File: config.mk
export PLATFORM = sky130hd
export DESIGN_NAME = twc_ctrl_reg
export DESIGN_NICKNAME = d
export VERILOG_FILES = /design/src/rtl/twc_ctrl_pkg.sv /design/src/rtl/twc_flag_unit.sv /design/src/rtl/twc_start_arb.sv /design/src/rtl/twc_stop_unit.sv /design/src/rtl/twc_ctrl_reg.sv
export SDC_FILE = /design/constraint.sdc
export NUM_CORES = 1
export LEC_CHECK = 0
export BUFFER_PORTS_ARGS = -buffer_cell sky130_fd_sc_hd__buf_2
export CORE_MARGIN = 2
export CORE_UTILIZATION = 34
export DETAILED_ROUTE_END_ITERATION = 8
export PLACE_DENSITY = 0.73
export SLEW_MARGIN = 40
export SYNTH_ARGS = -nofsm -noshare
export SYNTH_HDL_FRONTEND = slang
export SYNTH_SLANG_ARGS = --single-unit
File: constraint.sdc
create_clock -name clk -period 0.9 [get_ports clk]
set_clock_uncertainty 0.05 [all_clocks]
set_input_delay 0.045 -clock clk [delete_from_list [all_inputs] [get_ports clk]]
set_output_delay 0.045 -clock clk [all_outputs]
set_load 0.02 [all_outputs]
File: src/rtl/twc_ctrl_pkg.sv
package twc_ctrl_pkg;
  localparam int unsigned CTRL_W = 8;
  // bit positions of the control word (software decodes these)
  localparam int unsigned B_DONE = 7;
  localparam int unsigned B_ACK  = 6;
  localparam int unsigned B_STA  = 5;
  localparam int unsigned B_STO  = 4;
  localparam int unsigned B_WCOL = 3;
  localparam int unsigned B_EN   = 2;
  localparam int unsigned B_IE   = 0;

  typedef enum logic [1:0] {
    ARB_IDLE      = 2'd0,
    ARB_WAIT_STOP = 2'd1,
    ARB_REQ       = 2'd2,
    ARB_SENT      = 2'd3
  } arb_state_e;
endpackage

File: src/rtl/twc_flag_unit.sv
module twc_flag_unit (
  input  logic clk,
  input  logic rst_n,
  input  logic en,
  input  logic done_evt,
  input  logic clr_wr,
  input  logic data_wr,
  output logic flag,
  output logic wcol,
  output logic go
);
  logic set_now, clr_now;

  assign set_now = done_evt & en;
  assign clr_now = clr_wr & flag;

  always_ff @(posedge clk) begin
    if (!rst_n) begin
      flag <= 1'b0;
      wcol <= 1'b0;
      go   <= 1'b0;
    end else begin
      if (set_now)      flag <= 1'b1;
      else if (clr_now) flag <= 1'b0;
      go <= clr_now & ~set_now;
      if (data_wr) wcol <= ~flag;
    end
  end
endmodule

File: src/rtl/twc_start_arb.sv
module twc_start_arb import twc_ctrl_pkg::*; (
  input  logic clk,
  input  logic rst_n,
  input  logic sta,
  input  logic en,
  input  logic bus_busy,
  input  logic stop_seen,
  input  logic start_sent,
  output logic start_req
);
  arb_state_e state, state_n;

  always_comb begin
    state_n = state;
    if (!(sta && en)) begin
      state_n = ARB_IDLE;
    end else begin
      unique case (state)
        ARB_IDLE:      state_n = bus_busy ? ARB_WAIT_STOP : ARB_REQ;
        ARB_WAIT_STOP: if (stop_seen) state_n = ARB_REQ;
        ARB_REQ:       if (start_sent) state_n = ARB_SENT;
        ARB_SENT:      state_n = ARB_SENT;
        default:       state_n = ARB_IDLE;
      endcase
    end
  end

  always_ff @(posedge clk) begin
    if (!rst_n) state <= ARB_IDLE;
    else        state <= state_n;
  end

  assign start_req = (state == ARB_REQ) & sta & en;
endmodule

File: src/rtl/twc_stop_unit.sv
module twc_stop_unit (
  input  logic clk,
  input  logic rst_n,
  input  logic ctrl_wr,
  input  logic sto_wdata,
  input  logic en,
  input  logic is_master,
  input  logic stop_done,
  output logic sto,
  output logic stop_req,
  output logic slave_reset
);
  assign stop_req    = sto & en & is_master;
  assign slave_reset = sto & en & ~is_master;

  always_ff @(posedge clk) begin
    if (!rst_n)                                 sto <= 1'b0;
    else if (ctrl_wr)                           sto <= sto_wdata;
    else if (slave_reset || (stop_req && stop_done)) sto <= 1'b0;
  end
endmodule

File: src/rtl/twc_ctrl_reg.sv
module twc_ctrl_reg import twc_ctrl_pkg::*; (
  input  logic              clk,
  input  logic              rst_n,
  input  logic              cpu_wr,
  input  logic              cpu_sel_data,
  input  logic [CTRL_W-1:0] cpu_wdata,
  output logic [CTRL_W-1:0] cpu_rdata,
  input  logic              glob_irq_en,
  input  logic              eng_done,
  input  logic              eng_start_sent,
  input  logic              eng_stop_done,
  input  logic              eng_bus_busy,
  input  logic              eng_stop_seen,
  input  logic              eng_is_master,
  input  logic              eng_own_addr,
  input  logic              eng_gen_call,
  input  logic              gcall_recog,
  input  logic              eng_byte_rx,
  output logic              scl_hold,
  output logic              start_req,
  output logic              stop_req,
  output logic              ack_level,
  output logic              ack_pulse,
  output logic              eng_go,
  output logic              slave_reset,
  output logic              eng_enable,
  output logic              irq
);
  logic ctrl_wr, data_wr;
  logic ack_q, sta_q, en_q, ie_q;
  logic flag, wcol, sto;
  logic unused_wbits;

  assign ctrl_wr      = cpu_wr & ~cpu_sel_data;
  assign data_wr      = cpu_wr & cpu_sel_data;
  assign unused_wbits = ^{cpu_wdata[B_WCOL], cpu_wdata[1]};

  always_ff @(posedge clk) begin
    if (!rst_n) begin
      ack_q <= 1'b0;
      sta_q <= 1'b0;
      en_q  <= 1'b0;
      ie_q  <= 1'b0;
    end else if (ctrl_wr) begin
      ack_q <= cpu_wdata[B_ACK];
      sta_q <= cpu_wdata[B_STA];
      en_q  <= cpu_wdata[B_EN];
      ie_q  <= cpu_wdata[B_IE];
    end
  end

  twc_flag_unit u_flag (
    .clk      (clk),
    .rst_n    (rst_n),
    .en       (en_q),
    .done_evt (eng_done),
    .clr_wr   (ctrl_wr & cpu_wdata[B_DONE]),
    .data_wr  (data_wr),
    .flag     (flag),
    .wcol     (wcol),
    .go       (eng_go)
  );

  twc_start_arb u_start (
    .clk        (clk),
    .rst_n      (rst_n),
    .sta        (sta_q),
    .en         (en_q),
    .bus_busy   (eng_bus_busy),
    .stop_seen  (eng_stop_seen),
    .start_sent (eng_start_sent),
    .start_req  (start_req)
  );

  twc_stop_unit u_stop (
    .clk         (clk),
    .rst_n       (rst_n),
    .ctrl_wr     (ctrl_wr),
    .sto_wdata   (cpu_wdata[B_STO]),
    .en          (en_q),
    .is_master   (eng_is_master),
    .stop_done   (eng_stop_done),
    .sto         (sto),
    .stop_req    (stop_req),
    .slave_reset (slave_reset)
  );

  always_comb begin
    cpu_rdata         = '0;
    cpu_rdata[B_DONE] = flag;
    cpu_rdata[B_ACK]  = ack_q;
    cpu_rdata[B_STA]  = sta_q;
    cpu_rdata[B_STO]  = sto;
    cpu_rdata[B_WCOL] = wcol;
    cpu_rdata[B_EN]   = en_q;
    cpu_rdata[B_IE]   = ie_q;
  end

  assign eng_enable = en_q;
  assign scl_hold   = flag & en_q;
  assign ack_level  = ack_q & en_q;
  assign ack_pulse  = ack_level & (eng_own_addr | (eng_gen_call & gcall_recog) | eng_byte_rx);
  assign irq        = ie_q & glob_irq_en & flag;
endmodule

==> results.sh, run 1 <==
export IMPL_outcome="complete, but fails checks"
export IMPL_violations="setup timing"
export IMPL_setup_viol=15
export IMPL_cts_buffers=3
export IMPL_grt_overflow_total=0
export IMPL_gp_congestion=0.749
export IMPL_crit_path_start_kind="flop"
export IMPL_start_util_pct=36.0
export IMPL_period_share_pct=126
export IMPL_cellLeakagePower_nw=0.449
export IMPL_dieArea_mm2=0.00193
export IMPL_min_path_cells=4
export IMPL_clock_latency_ns=0.27
export IMPL_grt_pass1_wl_um=2310
export IMPL_synthDistinctLibCells=25
export IMPL_layout_drive_gt1_share_pct=60.9
export IMPL_cts_tree="done"
export IMPL_setup_tns_ns=-1.65
export IMPL_report_power_total_mw=1.11
export IMPL_via_count=618
export IMPL_yosys_warnings=0
export IMPL_rsz0062_at_grt="true"
export IMPL_clockBufferDepth=2
export IMPL_worstRegToRegCells=3
export IMPL_portBuffers=36
export IMPL_hp_class="in2reg"
export IMPL_fin_crit_ns=1.13
export IMPL_drtIter0Drc=14
export IMPL_fin_hold_ws_ns=0.0476
export IMPL_max_freq_mhz=884
export IMPL_crit_type="reg2out"
export IMPL_drt_first_pass_iters=4
export IMPL_cp_arrival_ns=1.04
export IMPL_crit_fanout=6
export IMPL_fin_nets=134
export IMPL_cts_root_buf="clkbuf_4"
export IMPL_worst_slack_ns=-0.232
export IMPL_coreArea_mm2=0.00151
export IMPL_htree_levels=1
export IMPL_grt_usage_pct=16.4
export IMPL_clock_sinks=10
export IMPL_die_w_um=43.9
export IMPL_wl_per_cell_um=13.0
export IMPL_slew_violations=0
export IMPL_detail_route_antenna_nets=0
export IMPL_wl_um=1630
export IMPL_num_rows=14
export IMPL_synth_cell_area_um2=542
export IMPL_synthCells=66
export IMPL_die_y_um=43.9
export IMPL_ys_ff_latch=10
export IMPL_drc_errors=0
export IMPL_antenna_found_initial=0
export IMPL_syn_area_per_cell_um2=8.21
export IMPL_fillers=126
export IMPL_required_ns=0.81
export IMPL_cts_clk_slew_worst_paths_ns=0.07
export IMPL_hold_violations=0
export IMPL_viasPerCell=4.90
export IMPL_cap_violations=0
export IMPL_end_kind="primary output"
export IMPL_dp_hpwl_um=986
export IMPL_antenna_cells=0
export IMPL_peakVddDrop_v=0.000600
export IMPL_syn2layout_area_growth_pct=77.1
export IMPL_first_global_vias=583
export IMPL_io_pin_count=40
export IMPL_grt_max_degree=11
export IMPL_ys_seq_area_share_pct=37.0
export IMPL_synthesis_nets=89
export IMPL_powerDensity_mw_per_mm2=1160
registers in the layout (all words and copies together) (netlist names):
register and count:
ack_q 1, eng_enable 1, ie_q 1, sta_q 1
u_flag.flag 1, u_flag.go 1, u_flag.wcol 1, u_start.state 2
u_stop.sto 1
metal layers:
| metal | share of wire (%) | global-route usage, % | vias to the layer above |
|---|---|---|---|
| li1 | - | - | 302 |
| met1 | 39 | 15.7 | 283 |
| met2 | 53 | 32.1 | 28 |
| met3 | 5.9 | 2.92 | 5 |
| met4 | 2.1 | 9.09 | 0 |
| met5 | 0 | 0 | - |
worst max-delay path: stages (launching register included):
cell and delay, ns:
dfxtp_4 0.38, and2_4 0.14, nor2b_4 0.13, buf_6 0.12
worst paths after layout:
path | endpoint | slack, ns | start
setup reg to reg | u_stop.sto | -0.08 | eng_enable
hold / removal | u_flag.wcol | 0.05 | cpu_sel_data
setup / recovery | ack_pulse | -0.23 | eng_enable
hold reg to reg | u_flag.wcol | 0.40 | u_flag.wcol
metrics by stage:
stage	area, um^2	cells	util [%]	setup WS (ns)
3_5_place_dp	707	109	46.9	0.000852
6_report	960	126	63.7	-0.232
3_3_place_gp	707	109	46.9	0.0148
5_1_grt	960	126	63.7	-0.276
4_1_cts	898	124	59.6	-0.228
2_1_floorplan	578	66	-	-0.0609
final cells by class:
cell class                      instances  area (um^2)  area share, %
Inverter                                2         7.51          0.782
Clock buffer                            4         36.3           3.78
Timing Repair Buffer                   50          373           38.9
Multi-Input combinational cell         44          309           32.2
Tap cell                               16         20.0           2.09
Sequential cell                        10          214           22.3
cell usage after synthesis (all sizes together):
cell,n,share of area (%)
or2,1,1.2
o21ai,1,0.92
conb,1,0.69
nand2b,1,2.5
nor3,1,0.92
a21oi,4,4.4
buf,10,13
a311oi,1,1.6
dfxtp,10,37
nor2,3,2.1
and2b,1,1.8
and3,3,4.4
nor2b,2,2.3
a31o,1,1.6
and2,2,2.3
a21boi,5,6.9
nand3,1,0.92
a211oi,2,2.8
a32o,1,1.8
inv,2,1.4
nand2,13,9.0
power breakdown:
group	switching [mW]	internal (mW)	total [mW]
logic	0.0994	0.117	0.216
registers	0.0145	0.455	0.470
clock network	0.178	0.246	0.424
cells by family after synthesis:
logic type | count (synthesis) | share of synthesized area (%)
other cells | 1 | 0.692
compound gates | 15 | 20.1
buf+inv | 12 | 14.8
flops | 10 | 37.0
simple gates | 28 | 27.5
cells in the final DEF (no fill, tap or decap), types with 2 or more instances in the layout:
cell / instances
a211oi_1: 2
a21boi_0: 3
a21boi_1: 2
a21oi_1: 2
a21oi_2: 2
and3_4: 2
buf_2: 24
buf_4: 8
buf_6: 10
clkbuf_4: 3
dfxtp_1: 3
dfxtp_2: 5
dfxtp_4: 2
dlygate4sd3_1: 8
nand2_1: 12
nor2_2: 2
timing repair:
action                                 4_1_cts  5_1_grt
setup endpoints to repair                   11       20
gates resized for setup                     22       16
setup buffers                                3        2
hold buffers                                 8        0
pin swaps                                    1        2
endpoints found under the hold margin        8        0
Power figures use the tool's default switching activity.
==> run 2, diff against run 1 <==
--- a/config.mk
+++ b/config.mk
@@ -6,7 +6,6 @@
 export NUM_CORES = 1
 export LEC_CHECK = 0
 export BUFFER_PORTS_ARGS = -buffer_cell sky130_fd_sc_hd__buf_2
-export CORE_MARGIN = 2
 export CORE_UTILIZATION = 34
 export DETAILED_ROUTE_END_ITERATION = 8
 export PLACE_DENSITY = 0.73
==> constraint.sdc (replaced) <==
create_clock -name clk -period 1 [get_ports clk]
set_clock_uncertainty 0.05 [all_clocks]
set_input_delay 0.05 -clock clk [delete_from_list [all_inputs] [get_ports clk]]
set_output_delay 0.05 -clock clk [all_outputs]
set_load 0.02 [all_outputs]
==> results.sh, run 2 (synthesis results as in run 1) <==
export IMPL_dieArea_mm2=0.00176
export IMPL_drt_first_pass_iters=4
export IMPL_setup_viol=7
export IMPL_fin_hold_ws_ns=0.0435
export IMPL_num_rows=14
export IMPL_gp_congestion=0.770
export IMPL_cap_violations=0
export IMPL_coreArea_mm2=0.00149
export IMPL_cellLeakagePower_nw=0.453
export IMPL_end_kind="primary output"
export IMPL_post_route_util_pct=62.9
export IMPL_clockBufferDepth=2
export IMPL_required_ns=0.90
export IMPL_dp_hpwl_um=966
export IMPL_hp_class="in2reg"
export IMPL_cp_arrival_ns=1.05
export IMPL_hold_violations=0
export IMPL_worst_slack_ns=-0.149
export IMPL_report_power_total_mw=0.975
export IMPL_hold_start="cpu_sel_data"
export IMPL_viasPerCell=4.87
export IMPL_via_count=618
export IMPL_crit_type="reg2out"
export IMPL_htree_levels=1
export IMPL_violations="setup timing"
export IMPL_slew_violations=0
export IMPL_cts_root_buf="clkbuf_4"
export IMPL_largest_register="u_start.state"
export IMPL_die_w_um=41.9
export IMPL_crit_path_start_kind="flop"
export IMPL_fin_nets=135
export IMPL_first_global_vias=572
export IMPL_rsz0062_at_grt="true"
export IMPL_die_y_um=41.9
export IMPL_final_cell_mix="buf_2, nand2_1, buf_4"
export IMPL_layout_drive_gt1_share_pct=58.6
export IMPL_antenna_found_initial=0
export IMPL_final_common_cell="buf_2"
export IMPL_grt_overflow_total=0
export IMPL_cts_tree="done"
export IMPL_powerDensity_mw_per_mm2=1040
export IMPL_start_util_pct=36.4
export IMPL_io_pin_count=40
export IMPL_regArea_um2=213
export IMPL_cp_startpoint="eng_enable"
export IMPL_period_share_pct=115
export IMPL_grt_usage_pct=17.8
export IMPL_drc_errors=0
export IMPL_antenna_cells=0
export IMPL_outcome="complete, but fails checks"
export IMPL_fin_crit_ns=1.15
export IMPL_peakVddDrop_v=0.000612
export IMPL_max_freq_mhz=871
export IMPL_clock_latency_ns=0.26
export IMPL_wl_per_cell_um=12.0
export IMPL_grt_max_degree=11
export IMPL_drtIter0Drc=12
export IMPL_syn2layout_area_growth_pct=73.0
export IMPL_cts_buffers=3
export IMPL_multi_input_area_um2=303
export IMPL_portBuffers=36
export IMPL_wl_um=1530
export IMPL_fillers=128
export IMPL_cts_clk_slew_worst_paths_ns=0.07
export IMPL_clock_sinks=10
export IMPL_r2r_start="u_start.state[1]"
export IMPL_crit_fanout=7
export IMPL_detail_route_antenna_nets=0
export IMPL_largest_reg_flops=2
export IMPL_grt_pass1_wl_um=2270
## run 2: worst paths after layout
kind	slack [ns]	depth (start not counted)	to
max	-0.15	3	ack_pulse
min reg2reg	0.41	2	u_flag.wcol
max reg2reg	0.01	4	u_start.state[0]
min	0.04	4	u_flag.wcol
## run 2: per-stage QoR
stage / instance area [um^2] / setup TNS, ns / setup slack (ns) / std cells
finish: 937 / -0.623 / -0.149 / 127
global route: 937 / -1.05 / -0.185 / 127
CTS: 871 / -0.601 / -0.147 / 125
detailed placement: 688 / 0 / 0.0783 / 108
global placement: 688 / 0 / 0.108 / 108
floorplan: 563 / 0 / 0.0120 / 66
## run 2: final cells by class
class / instances / share of cell area (%)
well taps: 16 / 2.14
inverters: 2 / 0.801
clock buffers: 4 / 3.87
multi-input cells: 44 / 32.3
flip-flops and latches: 10 / 22.7
repair buffers: 51 / 38.2
## run 2: metal layers
layer	up-vias	global-route usage, %	routed length, um
li1	302	-	-
met1	290	17.9	590
met2	24	32.2	836
met3	2	3.91	77
met4	0	11.6	23
met5	-	0	0
## run 2: timing repair
action / 4_1_cts / 5_1_grt
hold buffers: 8 / 0
endpoints found under the hold margin: 8 / 0
buffers inserted: 5 / 2
endpoints found under the setup margin: 7 / 10
gates resized for setup: 12 / 15
pin swaps: 1 / 2
## run 2: where the power goes
| group | leakage [nW] | switching, mW | total (mW) | internal, mW |
|---|---|---|---|---|
| sequential | 0.0848 | 0.0120 | 0.421 | 0.409 |
| combinational | 0.347 | 0.0850 | 0.188 | 0.103 |
| clock | 0.0210 | 0.145 | 0.366 | 0.221 |
| total | 0.453 | 0.242 | 0.975 | 0.733 |
## run 2: critical path, cell delays in order, from the launching register on
cell and delay (ns):
dfxtp_4 0.38, and2_4 0.15, nor2b_4 0.14, buf_6 0.12
==> run 3, diff against run 2 <==
--- a/config.mk
+++ b/config.mk
@@ -6,9 +6,12 @@
 export NUM_CORES = 1
 export LEC_CHECK = 0
 export BUFFER_PORTS_ARGS = -buffer_cell sky130_fd_sc_hd__buf_2
-export CORE_UTILIZATION = 34
+export CELL_PAD_IN_SITES_DETAIL_PLACEMENT = 1
+export CELL_PAD_IN_SITES_GLOBAL_PLACEMENT = 1
+export CORE_UTILIZATION = 23
 export DETAILED_ROUTE_END_ITERATION = 8
-export PLACE_DENSITY = 0.73
+export PLACE_DENSITY = 0.74
+export SKIP_CTS_REPAIR_TIMING = 1
 export SLEW_MARGIN = 40
 export SYNTH_ARGS = -nofsm -noshare
 export SYNTH_HDL_FRONTEND = slang
==> results.sh, run 3 (synthesis results as in run 1) <==
export IMPL_outcome="complete, but fails checks"
export IMPL_violations="hold timing, setup timing"
export IMPL_rsz0062_at_grt="true"
export IMPL_holdPathEnd="sta_q"
export IMPL_reg2reg_slack_ns=0.04
export IMPL_powerDensity_mw_per_mm2=1020
export IMPL_worst_slack_ns=-0.154
export IMPL_drtIter0Drc=2
export IMPL_drc_errors=0
export IMPL_final_area_um2=852
export IMPL_crit_cells=3
export IMPL_syn2layout_area_growth_pct=57.3
export IMPL_drt_first_pass_iters=3
export IMPL_clockBufferDepth=2
export IMPL_setup_tns_ns=-0.674
export IMPL_portBuffers=36
export IMPL_period_share_pct=115
export IMPL_min_path_cells=3
export IMPL_dp_cells=120
export IMPL_die_w_um=50.5
export IMPL_max_freq_mhz=867
export IMPL_cellLeakagePower_nw=0.404
export IMPL_fin_hold_ws_ns=-0.00849
export IMPL_largest_reg_flops=2
export IMPL_dp_hpwl_um=1150
export IMPL_path_buf_inv=2
export IMPL_coreArea_mm2=0.00221
export IMPL_required_ns=0.90
export IMPL_cp_arrival_ns=1.05
export IMPL_start_util_pct=24.5
export IMPL_crit_chain="buf_4, and2_4, buf_6"
export IMPL_crit_path_start_kind="flop"
export IMPL_rr_endpoint="u_stop.sto"
export IMPL_via_count=571
export IMPL_htree_levels=1
export IMPL_switching_power_mw=0.223
export IMPL_cts_clk_slew_worst_paths_ns=0.07
export IMPL_grt_usage_pct=12.6
export IMPL_hold_violations=2
export IMPL_detail_route_antenna_nets=0
export IMPL_max_stage_delay_ns=0.37
export IMPL_setup_viol=9
export IMPL_fin_crit_ns=1.15
export IMPL_first_global_vias=564
export IMPL_hp_class="in2reg"
export IMPL_num_rows=17
export IMPL_wl_um=1430
export IMPL_worstRegToRegCells=3
export IMPL_p_sw_share_pct=25.6
export IMPL_layout_drive_gt1_share_pct=51.9
export IMPL_io_pin_count=40
export IMPL_final_cell_mix="buf_2, nand2_1, buf_4"
export IMPL_detailed_place_area_um2=703
export IMPL_critPathSlowestCell="dfxtp_4"
export IMPL_viasPerCell=4.33
export IMPL_cpLargestDelayFamily="flip-flops"
export IMPL_clock_sinks=10
export IMPL_r2r_start="eng_enable"
export IMPL_fin_nets=128
export IMPL_wl_per_cell_um=10.8
export IMPL_cap_violations=0
export IMPL_p_int_mw=0.648
export IMPL_cts_root_buf="clkbuf_4"
export IMPL_fillers=277
export IMPL_cts_buffers=3
export IMPL_crit_type="reg2out"
export IMPL_peakVddDrop_v=0.000462
export IMPL_gp_congestion=0.710
export IMPL_hold_start="cpu_wdata[5]"
export IMPL_dieArea_mm2=0.00255
export IMPL_grt_overflow_total=0
export IMPL_antenna_cells=0
export IMPL_end_kind="primary output"
export IMPL_largest_register="u_start.state"
export IMPL_cts_tree="done"
export IMPL_clock_latency_ns=0.26
export IMPL_slew_violations=0
export IMPL_grt_max_degree=12
export IMPL_die_y_um=50.5
export IMPL_comb_power_share_pct=18.7
export IMPL_pwr_share_clk_pct=32.9
export IMPL_post_route_util_pct=38.5
export IMPL_fin_cells=132
export IMPL_final_common_cell="buf_2"
export IMPL_crit_fanout=7
export IMPL_seq_power_share_pct=48.3
export IMPL_antenna_found_initial=0
export IMPL_grt_pass1_wl_um=2330
run 3: layout make-up:
class,instances,area (um^2),share of cell area [%]
sequential,10,210,24.7
tap,28,35.0,4.11
inverter,2,7.51,0.881
timing repair buffer,44,294,34.5
multi-input combinational,44,279,32.7
clock buffer,4,26.3,3.08
run 3: worst max-delay path by stage:
stage	startpoint	end	slack (ns)
6_report	eng_enable	scl_hold	-0.15
4_1_cts	eng_enable	ack_pulse	-0.22
3_5_place_dp	eng_enable	u_start.state[0]	0.05
5_1_grt	eng_enable	ack_pulse	-0.19
2_1_floorplan	eng_enable	ack_pulse	0.01
3_3_place_gp	eng_enable	ack_pulse	0.09
run 3: power groups by stage:
stage | clock [mW] | combinational (mW) | sequential (mW)
floorplan | 0 | 0.0956 | 0.430
global placement | 0 | 0.133 | 0.433
detailed placement | 0 | 0.138 | 0.434
CTS | 0.304 | 0.138 | 0.425
global route | 0.317 | 0.181 | 0.423
finish | 0.287 | 0.163 | 0.421
run 3: stage by stage:
stage	power (mW)	setup WS [ns]
2_1_floorplan	0.525	0.0120
3_3_place_gp	0.566	0.0883
3_5_place_dp	0.572	0.0461
4_1_cts	0.867	-0.225
5_1_grt	0.922	-0.191
6_report	0.871	-0.154
run 3: layer usage:
| metal | GRT usage (%) | wire [um] | vias to the layer above |
|---|---|---|---|
| met1 | 12.8 | 582 | 262 |
| met2 | 20.9 | 746 | 18 |
| met5 | 0 | 0 | - |
| li1 | - | - | 289 |
| met4 | 10.6 | 27 | 0 |
| met3 | 3.64 | 70 | 2 |
run 3: tightest hold or removal path, cell delays in order:
cell and delay (ns):
buf_2 0.09, nand2_1 0.04, a21boi_0 0.07
